--- src/rtl/tick_snap_pkg.sv ---
`timescale 1ns/1ps
package tick_snap_pkg;
  localparam int BYTE_W  = 8;
  localparam int N_BYTES = 6;
  localparam int ADDR_W  = 3;

  localparam logic [ADDR_W-1:0] ADDR_CMD   = 3'd0;
  localparam logic [ADDR_W-1:0] ADDR_HOLD0 = 3'd1;

  localparam logic [BYTE_W-1:0] CMD_ARM     = 8'h40;
  localparam logic [BYTE_W-1:0] CMD_CLR     = 8'h80;
  localparam logic [BYTE_W-1:0] CMD_CLR_INC = 8'hC0;
  localparam logic [BYTE_W-1:0] CMD_EXIT    = 8'h00;

  typedef enum logic [1:0] {ST_IDLE, ST_ARMED, ST_INC} cmdState_t;

  typedef struct packed {
    logic               tick;
    logic               clear;
    logic               snap;
    logic [N_BYTES-1:0] incMask;
  } ctrlStrobe_t;
endpackage

--- src/rtl/tick_cmd_ctrl.sv ---
`timescale 1ns/1ps
module tick_cmd_ctrl
  import tick_snap_pkg::*;
#(
  parameter int SYNC_STAGES = 2
) (
  input  logic              clk,
  input  logic              rstN,
  input  logic              tickAsync,
  input  logic              wrEn,
  input  logic [ADDR_W-1:0] wrAddr,
  input  logic [BYTE_W-1:0] wrData,
  output ctrlStrobe_t       strb
);
  logic [SYNC_STAGES:0] syncQ;
  cmdState_t state, stateNext;
  logic cmdWr, incField, clearNow;
  logic [N_BYTES-1:0] maskNow;

  // synchroniser plus one edge-detect stage
  always_ff @(posedge clk or negedge rstN) begin
    if (!rstN) syncQ <= '0;
    else       syncQ <= {syncQ[SYNC_STAGES-1:0], tickAsync};
  end

  assign cmdWr    = wrEn && (wrAddr == ADDR_CMD);
  assign incField = (wrData[BYTE_W-1:BYTE_W-2] == 2'b01);

  always_comb begin
    stateNext = state;
    clearNow  = 1'b0;
    maskNow   = '0;
    if (cmdWr) begin
      unique case (state)
        ST_IDLE:  if (wrData == CMD_ARM) stateNext = ST_ARMED;
        ST_ARMED: begin
          stateNext = ST_IDLE;
          if (wrData == CMD_CLR) clearNow = 1'b1;
          else if (wrData == CMD_CLR_INC) begin
            clearNow  = 1'b1;
            stateNext = ST_INC;
          end
        end
        ST_INC: begin
          if (wrData == CMD_EXIT) stateNext = ST_IDLE;
          else if (incField)      maskNow   = wrData[N_BYTES-1:0];
        end
        default: stateNext = ST_IDLE;
      endcase
    end
  end

  always_ff @(posedge clk or negedge rstN) begin
    if (!rstN) state <= ST_IDLE;
    else       state <= stateNext;
  end

  assign strb.tick    = syncQ[SYNC_STAGES-1] & ~syncQ[SYNC_STAGES];
  assign strb.clear   = clearNow;
  assign strb.snap    = wrEn && (wrAddr == ADDR_HOLD0);
  assign strb.incMask = maskNow;


  tick_single_chk: assert property (@(posedge clk) disable iff (!rstN)
    strb.tick |=> !strb.tick);

  clear_needs_arm_chk: assert property (@(posedge clk) disable iff (!rstN)
    strb.clear |-> $past(stateNext) == ST_ARMED || state == ST_ARMED);

  inc_only_in_mode_chk: assert property (@(posedge clk) disable iff (!rstN)
    (strb.incMask != '0) |=> state == ST_INC);
endmodule

--- src/rtl/tick_count_path.sv ---
`timescale 1ns/1ps
module tick_count_path
  import tick_snap_pkg::*;
(
  input  logic              clk,
  input  logic              rstN,
  input  ctrlStrobe_t       strb,
  input  logic [ADDR_W-1:0] rdAddr,
  output logic [BYTE_W-1:0] rdData
);
  localparam int CNT_W = BYTE_W * N_BYTES;

  logic [BYTE_W-1:0] cntByte  [N_BYTES];
  logic [BYTE_W-1:0] holdByte [N_BYTES];
  logic [N_BYTES-1:0] lowerFull;
  logic [CNT_W-1:0] liveFlat, holdFlat;
  logic [ADDR_W-1:0] rdIdx;

  for (genvar b = 0; b < N_BYTES; b++) begin : g_byte
    logic carryIn;
    if (b == 0) begin : g_first
      assign lowerFull[b] = 1'b1;
    end else begin : g_upper
      assign lowerFull[b] = lowerFull[b-1] & (&cntByte[b-1]);
    end
    assign carryIn = strb.tick & lowerFull[b];

    always_ff @(posedge clk or negedge rstN) begin
      if (!rstN) begin
        cntByte[b]  <= '0;
        holdByte[b] <= '0;
      end else begin
        if (strb.clear) cntByte[b] <= '0;
        else cntByte[b] <= cntByte[b] + BYTE_W'(carryIn) + BYTE_W'(strb.incMask[b]);
        if (strb.snap) holdByte[b] <= cntByte[b];
      end
    end

    assign liveFlat[b*BYTE_W +: BYTE_W] = cntByte[b];
    assign holdFlat[b*BYTE_W +: BYTE_W] = holdByte[b];
  end

  assign rdIdx  = rdAddr - ADDR_HOLD0;
  assign rdData = (rdAddr >= ADDR_HOLD0 && rdIdx < ADDR_W'(N_BYTES)) ? holdByte[rdIdx] : '0;


  clear_zero_chk: assert property (@(posedge clk) disable iff (!rstN)
    strb.clear |=> liveFlat == '0);

  snap_copy_chk: assert property (@(posedge clk) disable iff (!rstN)
    strb.snap |=> holdFlat == $past(liveFlat));

  hold_stable_chk: assert property (@(posedge clk) disable iff (!rstN)
    !strb.snap |=> $stable(holdFlat));

  count_idle_chk: assert property (@(posedge clk) disable iff (!rstN)
    (!strb.tick && !strb.clear && strb.incMask == '0) |=> $stable(liveFlat));
endmodule

--- src/rtl/tick_snap_counter.sv ---
`timescale 1ns/1ps
module tick_snap_counter
  import tick_snap_pkg::*;
#(
  parameter int SYNC_STAGES = 2
) (
  input  logic              clk,
  input  logic              rstN,
  input  logic              tickAsync,
  input  logic              busWrEn,
  input  logic [ADDR_W-1:0] busAddr,
  input  logic [BYTE_W-1:0] busWrData,
  output logic [BYTE_W-1:0] busRdData
);
  ctrlStrobe_t strb;

  tick_cmd_ctrl #(.SYNC_STAGES(SYNC_STAGES)) ctrl_i (
    .clk(clk), .rstN(rstN), .tickAsync(tickAsync),
    .wrEn(busWrEn), .wrAddr(busAddr), .wrData(busWrData), .strb(strb)
  );

  tick_count_path path_i (
    .clk(clk), .rstN(rstN), .strb(strb), .rdAddr(busAddr), .rdData(busRdData)
  );
endmodule

--- config.mk ---
export PLATFORM = sky130hd
export DESIGN_NAME = tick_snap_counter
export DESIGN_NICKNAME = d
export VERILOG_FILES = /design/src/rtl/tick_snap_pkg.sv /design/src/rtl/tick_cmd_ctrl.sv /design/src/rtl/tick_count_path.sv /design/src/rtl/tick_snap_counter.sv
export SDC_FILE = /design/constraint.sdc
export NUM_CORES = 1
export LEC_CHECK = 0
export CORE_MARGIN = 1.5
export CORE_UTILIZATION = 26
export DETAILED_ROUTE_END_ITERATION = 16
export HOLD_SLACK_MARGIN = 0.05
export PLACE_DENSITY = 0.45
export SYNTH_ARGS = -nofsm -noshare
export SYNTH_HDL_FRONTEND = slang
export SYNTH_HIERARCHICAL = 1
export SYNTH_SLANG_ARGS = --single-unit
--- constraint.sdc ---
create_clock -name clk -period 7.5 [get_ports clk]
set_clock_uncertainty 0.15 [all_clocks]
set_input_delay 1.125 -clock clk [delete_from_list [all_inputs] [get_ports clk]]
set_output_delay 1.125 -clock clk [all_outputs]
set_load 0.005 [all_outputs]
# Word-level counts from Yosys, hierarchy flattened

Index checks and enable logic that the tools add are counted.

Bits in registers: 101
Bits in latches: 0
Bits in writable memories: 0
Bits in read-only memories: 0
Input port bits: 15
Output and inout port bits: 8
Logic and storage cells: 86
Memories: 0

$add $sub $neg: 13
Multiply operators: 0
Divide/modulo/power cells: 0
Order comparisons: 3
Eq/ne operators: 9
Shifts and indexed selects: 0
Muxes and demuxes: 23
Bitwise gates (word level): 12
Reductions and logical operators: 12

Operators with widths:

| operator                                                          | number |
|---|---|
| adder 8 x 1 -> 8 bit                                              | 12 |
| two-way mux 8 bit                                                 | 9 |
| AND reduction 8 bit                                               | 5 |
| binary-select mux 8 bit (select 3 bit)                            | 1 |
| two-way mux 6 bit                                                 | 4 |
| equality test 8 bit, second input constant                        | 2 |
| AND 1 bit                                                         | 10 |
| equality test 8 x 7 -> 1 bit, second input constant               | 1 |
| logical NOT 8 bit                                                 | 1 |
| two-way mux 2 bit                                                 | 4 |
| one-hot mux 2 bit (3 select lines)                                | 1 |
| equality test 2 x 1 -> 1 bit, second input constant               | 2 |
| greater-or-equal comparator 4 bit, second input constant          | 1 |
| two-way mux 1 bit                                                 | 4 |
| inequality test 2 x 1 -> 1 bit, second input constant             | 2 |
| inverter 3 -> 4 bit                                               | 1 |
| equality test 3 x 1 -> 1 bit, second input constant               | 1 |
| greater-or-equal comparator 3 x 1 -> 1 bit, second input constant | 1 |
| logical AND 1 bit                                                 | 3 |
| logical NOT 3 bit                                                 | 1 |
| < comparator 3 bit, second input constant                         | 1 |
| AND reduction 3 bit                                               | 1 |
| subtractor 3 x 1 -> 3 bit, second input constant                  | 1 |
| equality test 2 bit, second input constant                        | 1 |
| 2 further kinds                                                   | 2 |

# Depth between registers and ports, before layout

Gate-level depths: netlist of the first run.

Depth after elaboration: 9
Mapped depth: 11
Gate-level depth less buffers: 11

# Modules after synthesis

The synthesis of the first run kept the hierarchy.

By module, submodules not included:

| module          | instances | cells each | area an instance (sq um) | sequential area each (sq um) |
|---|---|---|---|---|
| tick_count_path | 1         | 375        | 4533.1                   | 2402.3 |
| tick_cmd_ctrl   | 1         | 30         | 302.8                    | 125.1 |

# Least setup slack after synthesis of the first run

Ideal clock, no wire load.

Kind: input -> output
From: input port busAddr[0]
To: output port busRdData[0]
Arrival time: 3044 ps
Required time: 6225 ps
Slack: 3181 ps
Cell stages on the path: 8
Path buffers: 2
Cell sequence: buf_1 -> inv_1 -> ha_1 -> xor2_1 -> buf_2 -> mux2i_1 -> o22a_1 -> o21ai_0

Longest elaborated chain between the ends: 6
Elaborated cells between the ends (all ways): 9
Classes of those cells: add/sub: 1; order compare: 2; mux: 4; bitwise: 1; reduce/logical: 1

Ends and longest elaborated chain:

| what                                                 | RTL line                | text |
|---|---|---|
| start, declared                                      | tick_snap_counter.sv:11 | `input logic [ADDR_W-1:0] busAddr,` |
| subtractor 3 x 1 -> 3 bit                            | tick_count_path.sv:43   | `assign rdIdx = rdAddr - ADDR_HOLD0;` |
| inverter 3 -> 4 bit (implied by the code)            | tick_count_path.sv:44   | `assign rdData = (rdAddr >= ADDR_HOLD0 && rdIdx < ADDR_W'(N_BYTES)) ? holdByte[rdIdx] : '0;` |
| binary-select mux 8 bit (select 3 bit)               | tick_count_path.sv:44   |  |
| two-way mux 8 bit (implied by the code) (2 in a row) | tick_count_path.sv:44   |  |
| two-way mux 8 bit *                                  | tick_count_path.sv:44   |  |
| end, declared                                        | tick_snap_counter.sv:13 | `output logic [BYTE_W-1:0] busRdData` |

Every way passes the cells marked *; elsewhere a longest branch is shown, timed or not. The select of a mux whose other input is x is not followed.

# Worst setup path after layout of the first run

From: input port busAddr[0]
To: output port busRdData[4]

Same word-level chain as after synthesis.

==> run metrics, run 1 <==
clk buf depth 2; Post-DRT Antenna Nets 0; share of layout cells above drive strength 1 0.187; Area Growth Syn to Fin 16.5%; Worst EP required 6.22 ns; Placed Instances 646; start of the worst register-to-register path ctrl_i/syncQ[1]$_DFF_PN0_; Switching Fraction 0.252; storage element area 0.00253 mm²; Post-Syn Instances 405; Inserted Clock Buffers 9; setup bufs post-CTS 0; Pwr Density 225 mW/mm²; Syn Area/Cell 11.9 µm²; Combinational Power Share 0.097; Int Pwr 949 µW; share of power burned in registers 0.506; routed vias 3027; cell taking the most area after synthesis dfrtp_1; final hold violations 0; Vias/cell 4.57; RSZ-0062 raised after global routing no; Slew headroom 0.311; Crit. End Element primary output; Netlist Area Pre-Place 0.00484 mm²; worst slew pin tran 1.02 ns; largest cells by area after synthesis dfrtp_1 (52%), mux2_2 (11%), xor2_1 (5.1%); P_leak 0.00255 µW; largest net degree at the start of global routing 80; Netlist cell types 46; maxcap violations 0; Hold Buf Count CTS 0; WS Path Type in -> out; die height 139 µm; startpoint types primary input; worst-skew pair later-pin latency 0.35 ns; Yosys reg bits 101; sequential share of the synthesized area 0.523; R2R Setup Slk 4.31 ns; DR WL/cell 16.5 µm; core area 0.0181 mm²; # fillers 1826; Hold WC Path Type reg -> reg; clock-pin slew on the worst setup and hold paths 0.07 ns; VDD IR-drop max 0.108 mV; CTS tree yes; Worst Path Arrival 4.00 ns; Overflow after GRT 0; initial core utilization 0.267; ant diodes 0; EDFF count, synth 0; Syn Nets 434; initial antenna violation count 0; Iter 0 DRT Violations 115; Sink Count 101; final cell count without fillers 662; Slew Viols, Final 0; nets 457; top-area cell type share of the netlist area 0.523; IO Port Bufs 22; RePlAce Congestion 0.750; final setup violation count 0; top-count cell post-synth dfrtp_1; Root Driver clkbuf_16; site row count 49; CTS resizes 0; hpwl dp 7.74 mm; status completed; GR Util All Layers 0.122; R2R cell count 10; H-tree depth 3; Post-synth ARST share 1.00; synth cell count leaders dfrtp_1 (101), mux2_2 (48), nor2_1 (39); Main synth FF type dfrtp_1; setup TNS 0 ns; Die Area 0.0194 mm²; hold path depth 0; die width 139 µm; Post-Route Utilization 0.312; Tcrit/Tclk final 0.704; Switching Power 319 µW; Highest Clock Rate 0.190 GHz; worst reg2reg path endpoint path_i/cntByte[13]$_DFF_PN0_; CP max FO 15; I/O pin count 23; multi-input logic area 0.00220 mm²; Hold EP ctrl_i/syncQ[1]$_DFF_PN0_; number of global-route vias before repair 3077; TritonRoute pass-1 iters 4; Ys Warns 6; first-pass GRT wire length 17.7 mm; Hold Startpoint ctrl_i/syncQ[0]$_DFF_PN0_; power share of the clock group 0.397; DRC violations left 0; crit path time final 5.28 ns; DRT Wirelength 10.9 mm
cell type report:
class	count	area share
multi-input combinational	275	0.391
timing repair buffer	25	0.0426
clock inverter	5	0.0151
inverter	16	0.0107
clock buffer	11	0.0413
sequential	101	0.448
tap	229	0.0508
kinds of logic (layout without fill, tap and decap cells):
kind of cell / Yosys count / in the layout / share of synthesized area
mux: 71 / 71 / 0.162
buf+inv: 29 / 57 / 0.0235
fa+ha+maj: 14 / 14 / 0.0455
simple gates: 131 / 131 / 0.149
compound gates: 24 / 24 / 0.0336
flops: 101 / 101 / 0.523
xor+xnor: 35 / 35 / 0.0634
cell usage in the layout (no fill, tap or decap), types with 4 or more instances in the layout:
cell             Yosys  final
and2_1               7      7
and3_1               5      4
and4_1               4      4
buf_4                1      4
clkbuf_16            0      9
clkdlybuf4s50_1      0     21
dfrtp_1            101    101
fa_1                 6      6
ha_1                 8      8
inv_1               16     16
mux2_2              48     48
mux2i_1             22     22
nand2_1             13     13
nand3_1             21     21
nand4_1              6      6
nor2_1              39     39
nor2b_1             14     14
o21ai_0             10     10
o22a_1               7      7
xnor2_1              7      7
xor2_1              28     27
layer usage:
metal,global-route usage,part of all wire,vias up
met3,0.0382,0.035,15
met5,0,0,-
met4,0.0358,0.016,0
met2,0.195,0.48,39
met1,0.157,0.46,1528
li1,-,-,1445
worst max-delay path by stage:
stage,start,slack [ns],end
6_report,busAddr[0],2.22,busRdData[4]
2_1_floorplan,busAddr[0],3.18,busRdData[0]
3_3_place_gp,busAddr[0],2.25,busRdData[1]
4_1_cts,busAddr[0],2.19,busRdData[4]
5_1_grt,busAddr[0],2.01,busRdData[2]
3_5_place_dp,busAddr[0],2.19,busRdData[4]
power by group through the flow:
stage                     logic (µW)  registers [µW]  clock network (µW)
after detailed placement         125             655                   0
after CTS                        126             645                 525
final                            123             642                 504
after global routing             138             649                 551
after global placement           122             655                   0
after floorplan                 82.7             629                   0
sequential cells by signal, summed over array words and instances, names as in the netlist:
name,flops
ctrl_i/state,2
path_i/cntByte,48
path_i/holdByte,48
ctrl_i/syncQ,3
metrics by stage:
stage | instance area [µm²] | worst slack, ns | total power [µW] | hold WS, ns
2_1_floorplan | 4840 | 3.18 | 711 | 0.181
3_3_place_gp | 5320 | 2.25 | 778 | 0.187
5_1_grt | 5640 | 2.01 | 1340 | 0.231
3_5_place_dp | 5320 | 2.19 | 780 | 0.196
6_report | 5640 | 2.22 | 1270 | 0.209
4_1_cts | 5640 | 2.19 | 1300 | 0.213
worst max-delay path, stage by stage:
cell             delay, ns
clkdlybuf4s50_1       0.46
buf_4                 0.24
inv_1                 0.09
ha_1                  0.27
xor2_2                0.77
mux2i_1               0.21
o22a_1                0.24
o21ai_0               0.07
clkdlybuf4s50_1       0.52
(Power assumes the default switching activity.)
==> run 2, diff against run 1 <==
==> constraint.sdc (replaced) <==
create_clock -name clk -period 4.88 [get_ports clk]
set_clock_uncertainty 0.15 [all_clocks]
set_input_delay 0.732 -clock clk [delete_from_list [all_inputs] [get_ports clk]]
set_output_delay 0.732 -clock clk [all_outputs]
set_load 0.005 [all_outputs]
==> run 2 against run 1 <==
Register-to-register slack lost 2.7 ns; first-iteration DRC count shrank 7.8%; clock-buffer cell count is the same; core utilization shrank 0.083 points; largest power group unchanged.
==> run metrics, run 2 (synthesized netlist as in run 1, its figures left out) <==
Worst EP required 4.00 ns; WS Path Type in -> out; GR Util All Layers 0.118; most frequent cells in the layout dfrtp_1 (101), mux2_2 (48), nor2_1 (39); Crit. End Element primary output; TritonRoute pass-1 iters 4; start of the worst register-to-register path path_i/cntByte[43]$_DFF_PN0_; site row count 49; Worst Path Arrival 3.51 ns; Slew headroom 0.114; I/O pin count 23; VDD IR-drop max 0.237 mV; Hold EP ctrl_i/syncQ[1]$_DFF_PN0_; final hold violations 0; P_leak 0.00255 µW; IO Port Bufs 22; share of layout cells above drive strength 1 0.190; core area 0.0181 mm²; startpoint types primary input; largest net degree at the start of global routing 77; DR WL/cell 16.3 µm; routed vias 3003; CTS resizes 0; H-tree depth 3; Hold WC Path Type reg -> reg; die height 139 µm; crit path time final 4.39 ns; clock-pin slew on the worst setup and hold paths 0.06 ns; RSZ-0062 raised after global routing no; slowest stage delay, CP 1.05 ns; clk buf depth 2; worst slew pin tran 1.31 ns; Sink Count 101; Tcrit/Tclk final 0.900; Crit path top cell by count clkdlybuf4s50_1; Regs by FF count path_i/cntByte: 48 flops, path_i/holdByte: 48 flops, ctrl_i/syncQ: 3 flops; Post-Route Utilization 0.311; crit path max-delay cell type o311ai_1; hold path depth 0; DRT Wirelength 10.8 mm; first-pass GRT wire length 17.5 mm; initial antenna violation count 0; ant diodes 0; nets 459; worst reg2reg path endpoint path_i/cntByte[15]$_DFF_PN0_; DRC violations left 0; multi-input logic area 0.00220 mm²; CTS tree yes; hpwl dp 7.65 mm; setup TNS 0 ns; R2R Setup Slk 1.59 ns; Slew Viols, Final 0; Overflow after GRT 0; # fillers 1828; setup bufs post-CTS 0; initial core utilization 0.267; Hold Startpoint ctrl_i/syncQ[0]$_DFF_PN0_; Highest Clock Rate 0.228 GHz; RePlAce Congestion 0.716; Inserted Clock Buffers 9; maxcap violations 0; Die Area 0.0194 mm²; CP max FO 7; final setup violation count 0; die width 139 µm; CP delay by family, top compound AO/OA/AOI/OAI gates; Hold Buf Count CTS 0; storage element area 0.00253 mm²; R2R cell count 9; commonest non-fill, non-tap cell in the layout dfrtp_1; Iter 0 DRT Violations 106; Post-DRT Antenna Nets 0; Vias/cell 4.54; Area Growth Syn to Fin 16.2%; crit-path cells clkdlybuf4s50_1 -> inv_1 -> ha_1 -> o311ai_1 -> o22a_1 -> o21ai_0 -> clkdlybuf4s50_1; Root Driver clkbuf_16; number of global-route vias before repair 3057; buffer and inverter count on the worst path 3; Pwr Density 337 mW/mm²; status completed; worst-skew pair later-pin latency 0.34 ns
==> run 2: how the worst max path moves through the flow <==
stage,from,to,slack [ns],cells past startpoint
floorplan,busAddr[0],busRdData[0],1.35,8
global placement,busAddr[1],busRdData[7],0.68,7
detailed placement,busAddr[1],busRdData[4],0.55,7
global route,busAddr[1],busRdData[4],0.36,7
CTS,busAddr[1],busRdData[4],0.55,7
finish,busAddr[1],busRdData[4],0.49,7
==> run 2: final cells by class <==
cell class | count | area share
Clock inverter | 2 | 0.00623
Timing Repair Buffer | 27 | 0.0454
Clock buffer | 11 | 0.0450
Multi-Input combinational cell | 275 | 0.392
Inverter | 16 | 0.0107
Sequential cell | 101 | 0.450
Tap cell | 229 | 0.0510
==> run 2: per-stage QoR <==
stage	setup slack (ns)	total power (µW)	hold slack [ns]	area (µm²)	std cells
6_report	0.488	1890	0.201	5620	661
3_5_place_dp	0.546	1200	0.190	5330	648
4_1_cts	0.553	1930	0.205	5620	661
5_1_grt	0.355	1990	0.220	5620	661
2_1_floorplan	1.35	1090	0.181	4840	405
3_3_place_gp	0.683	1190	0.183	5330	648
==> run 2: report_power, final <==
| group | switching (µW) | internal, µW | total, µW |
|---|---|---|---|
| combinational | 103 | 104 | 207 |
| sequential | 66.5 | 905 | 972 |
| clock | 297 | 416 | 713 |
==> run 2: layer usage <==
layer | part of all wire | global-route usage
met5 | 0 | 0
met4 | 0.021 | 0.0353
met1 | 0.49 | 0.161
met3 | 0.030 | 0.0348
met2 | 0.46 | 0.181
==> run 3, diff against run 2 <==
==> constraint.sdc (replaced) <==
create_clock -name clk -period 4.32 [get_ports clk]
set_clock_uncertainty 0.15 [all_clocks]
set_input_delay 0.648 -clock clk [delete_from_list [all_inputs] [get_ports clk]]
set_output_delay 0.648 -clock clk [all_outputs]
set_load 0.005 [all_outputs]
==> run 3 against run 2 <==
Combinational power up 8%; via count grew 0.90%; sequential cell count did not move; non-clock buffer count increased by 3; final cell count up 0.91%; hold slack lost 0.089 ns; sequential share of layout area decreased by 0.45 points; global-route usage grew 0.20 points; core utilization increased by 0.31 points; critical path type unchanged; critical endpoint unchanged.
==> run metrics, run 3 (synthesized netlist as in run 1, its figures left out) <==
CP max FO 14; Hold WC Path Type in -> async; hpwl dp 7.65 mm; crit path time final 3.99 ns; final setup violation count 0; initial core utilization 0.267; I/O pin count 23; VDD IR-drop max 0.203 mV; Tcrit/Tclk final 0.924; TritonRoute pass-1 iters 4; Slew headroom 0.541; Sink Count 101; H-tree depth 3; Combinational Power Share 0.102; # fillers 1782; Inserted Clock Buffers 9; P_leak 0.00258 µW; DRT Wirelength 10.6 mm; first-pass GRT wire length 18.0 mm; maxcap violations 0; worst slew pin tran 0.688 ns; Highest Clock Rate 0.250 GHz; worst reg2reg path endpoint path_i/cntByte[12]$_DFF_PN0_; clk buf depth 2; share of power burned in registers 0.503; CTS tree yes; Worst EP required 3.52 ns; commonest non-fill, non-tap cell in the layout dfrtp_1; WS Path Type in -> out; status completed; startpoint types primary input; initial antenna violation count 0; DR WL/cell 15.9 µm; launch point of the worst path busAddr[0]; pre-CTS setup slack 0.258 ns; Overflow after GRT 0; power share of the clock group 0.395; die width 139 µm; setup bufs post-CTS 0; Regs by FF count path_i/cntByte: 48 flops, path_i/holdByte: 48 flops, ctrl_i/syncQ: 3 flops; clock-pin slew on the worst setup and hold paths 0.06 ns; share of layout cells above drive strength 1 0.192; worst setup path end busRdData[4]; Worst Path Arrival 3.19 ns; Post-DRT Antenna Nets 0; Area Growth Syn to Fin 17.4%; RSZ-0062 raised after global routing no; start of the worst register-to-register path path_i/cntByte[43]$_DFF_PN0_; core area 0.0181 mm²; number of global-route vias before repair 3187; Root Driver clkbuf_16; DRC violations left 0; ant diodes 0; Hold Buf Count CTS 0; R2R cell count 10; final hold violations 0; Crit. End Element primary output; IO Port Bufs 22; Die Area 0.0194 mm²; RePlAce Congestion 0.773; post-route setup slack 0.327 ns; nets 462; die height 139 µm; Slew Viols, Final 0; most frequent cells in the layout dfrtp_1 (101), mux2_2 (48), nor2_1 (39); Iter 0 DRT Violations 149; worst-skew pair later-pin latency 0.35 ns; largest net degree at the start of global routing 49; Int Pwr 1650 µW; Switching Power 543 µW; Switching Fraction 0.247; setup TNS 0 ns; site row count 49; Vias/cell 4.54; R2R Setup Slk 1.15 ns; GR Util All Layers 0.120; CTS resizes 0; Pwr Density 387 mW/mm²; routed vias 3030
==> run 3: changes by cell type in the layout (fill, tap and decap cells not counted), sizes merged <==
cell,previous run,this run
clkbuf,11,13
bufinv,1,2
inv,16,17
clkinv,1,0
buf,6,9
==> run 3: worst min path at each step <==
stage / start / slack [ns] / end
floorplan: ctrl_i/syncQ[0]$_DFF_PN0_ / 0.18 / ctrl_i/syncQ[1]$_DFF_PN0_
global placement: ctrl_i/syncQ[0]$_DFF_PN0_ / 0.19 / ctrl_i/syncQ[1]$_DFF_PN0_
detailed placement: ctrl_i/syncQ[0]$_DFF_PN0_ / 0.19 / ctrl_i/syncQ[1]$_DFF_PN0_
CTS: rstN / 0.12 / path_i/holdByte[23]$_DFFE_PN0P_
global route: rstN / 0.15 / path_i/holdByte[20]$_DFFE_PN0P_
finish: rstN / 0.11 / path_i/holdByte[28]$_DFFE_PN0P_
==> run 3: area by class of cell <==
cell class	count	area [µm²]	share of cell area
timing repair buffer	30	290	0.0511
clock inverter	3	68.8	0.0121
inverter	16	60.1	0.0106
sequential	101	2530	0.445
tap	229	287	0.0505
multi-input combinational	275	2200	0.388
clock buffer	13	240	0.0423
==> run 3: worst max-delay path, cell delays in order <==
cell and delay (ns):
clkdlybuf4s50_1 0.68, inv_1 0.11, ha_1 0.28, xor2_2 0.13, buf_4 0.27, mux2i_1 0.32, o22a_1 0.19, o21ai_0 0.08
clkdlybuf4s50_1 0.48
==> run 3: stage by stage <==
stage | area (µm²) | power (µW) | utilization | hold WS (ns) | std cells
after floorplan | 4840 | 1240 | - | 0.181 | 405
after global placement | 5370 | 1350 | 0.297 | 0.185 | 651
after detailed placement | 5370 | 1360 | 0.297 | 0.190 | 651
after CTS | 5680 | 2240 | 0.314 | 0.123 | 667
after global routing | 5680 | 2300 | 0.314 | 0.149 | 667
final | 5680 | 2200 | 0.314 | 0.112 | 667
==> run 3: power groups by stage <==
stage	Sequential (µW)	Combinational (µW)	Clock, µW
2_1_floorplan	1090	144	0
5_1_grt	1120	254	928
3_5_place_dp	1130	231	0
3_3_place_gp	1120	226	0
6_report	1100	224	866
4_1_cts	1110	231	897
==> run 3: routing by layer <==
layer	vias to the layer above	part of all wire	track usage
met5	-	0	0
met3	12	0.019	0.0196
li1	1460	-	-
met2	27	0.46	0.185
met4	0	0.020	0.0554
met1	1531	0.50	0.166
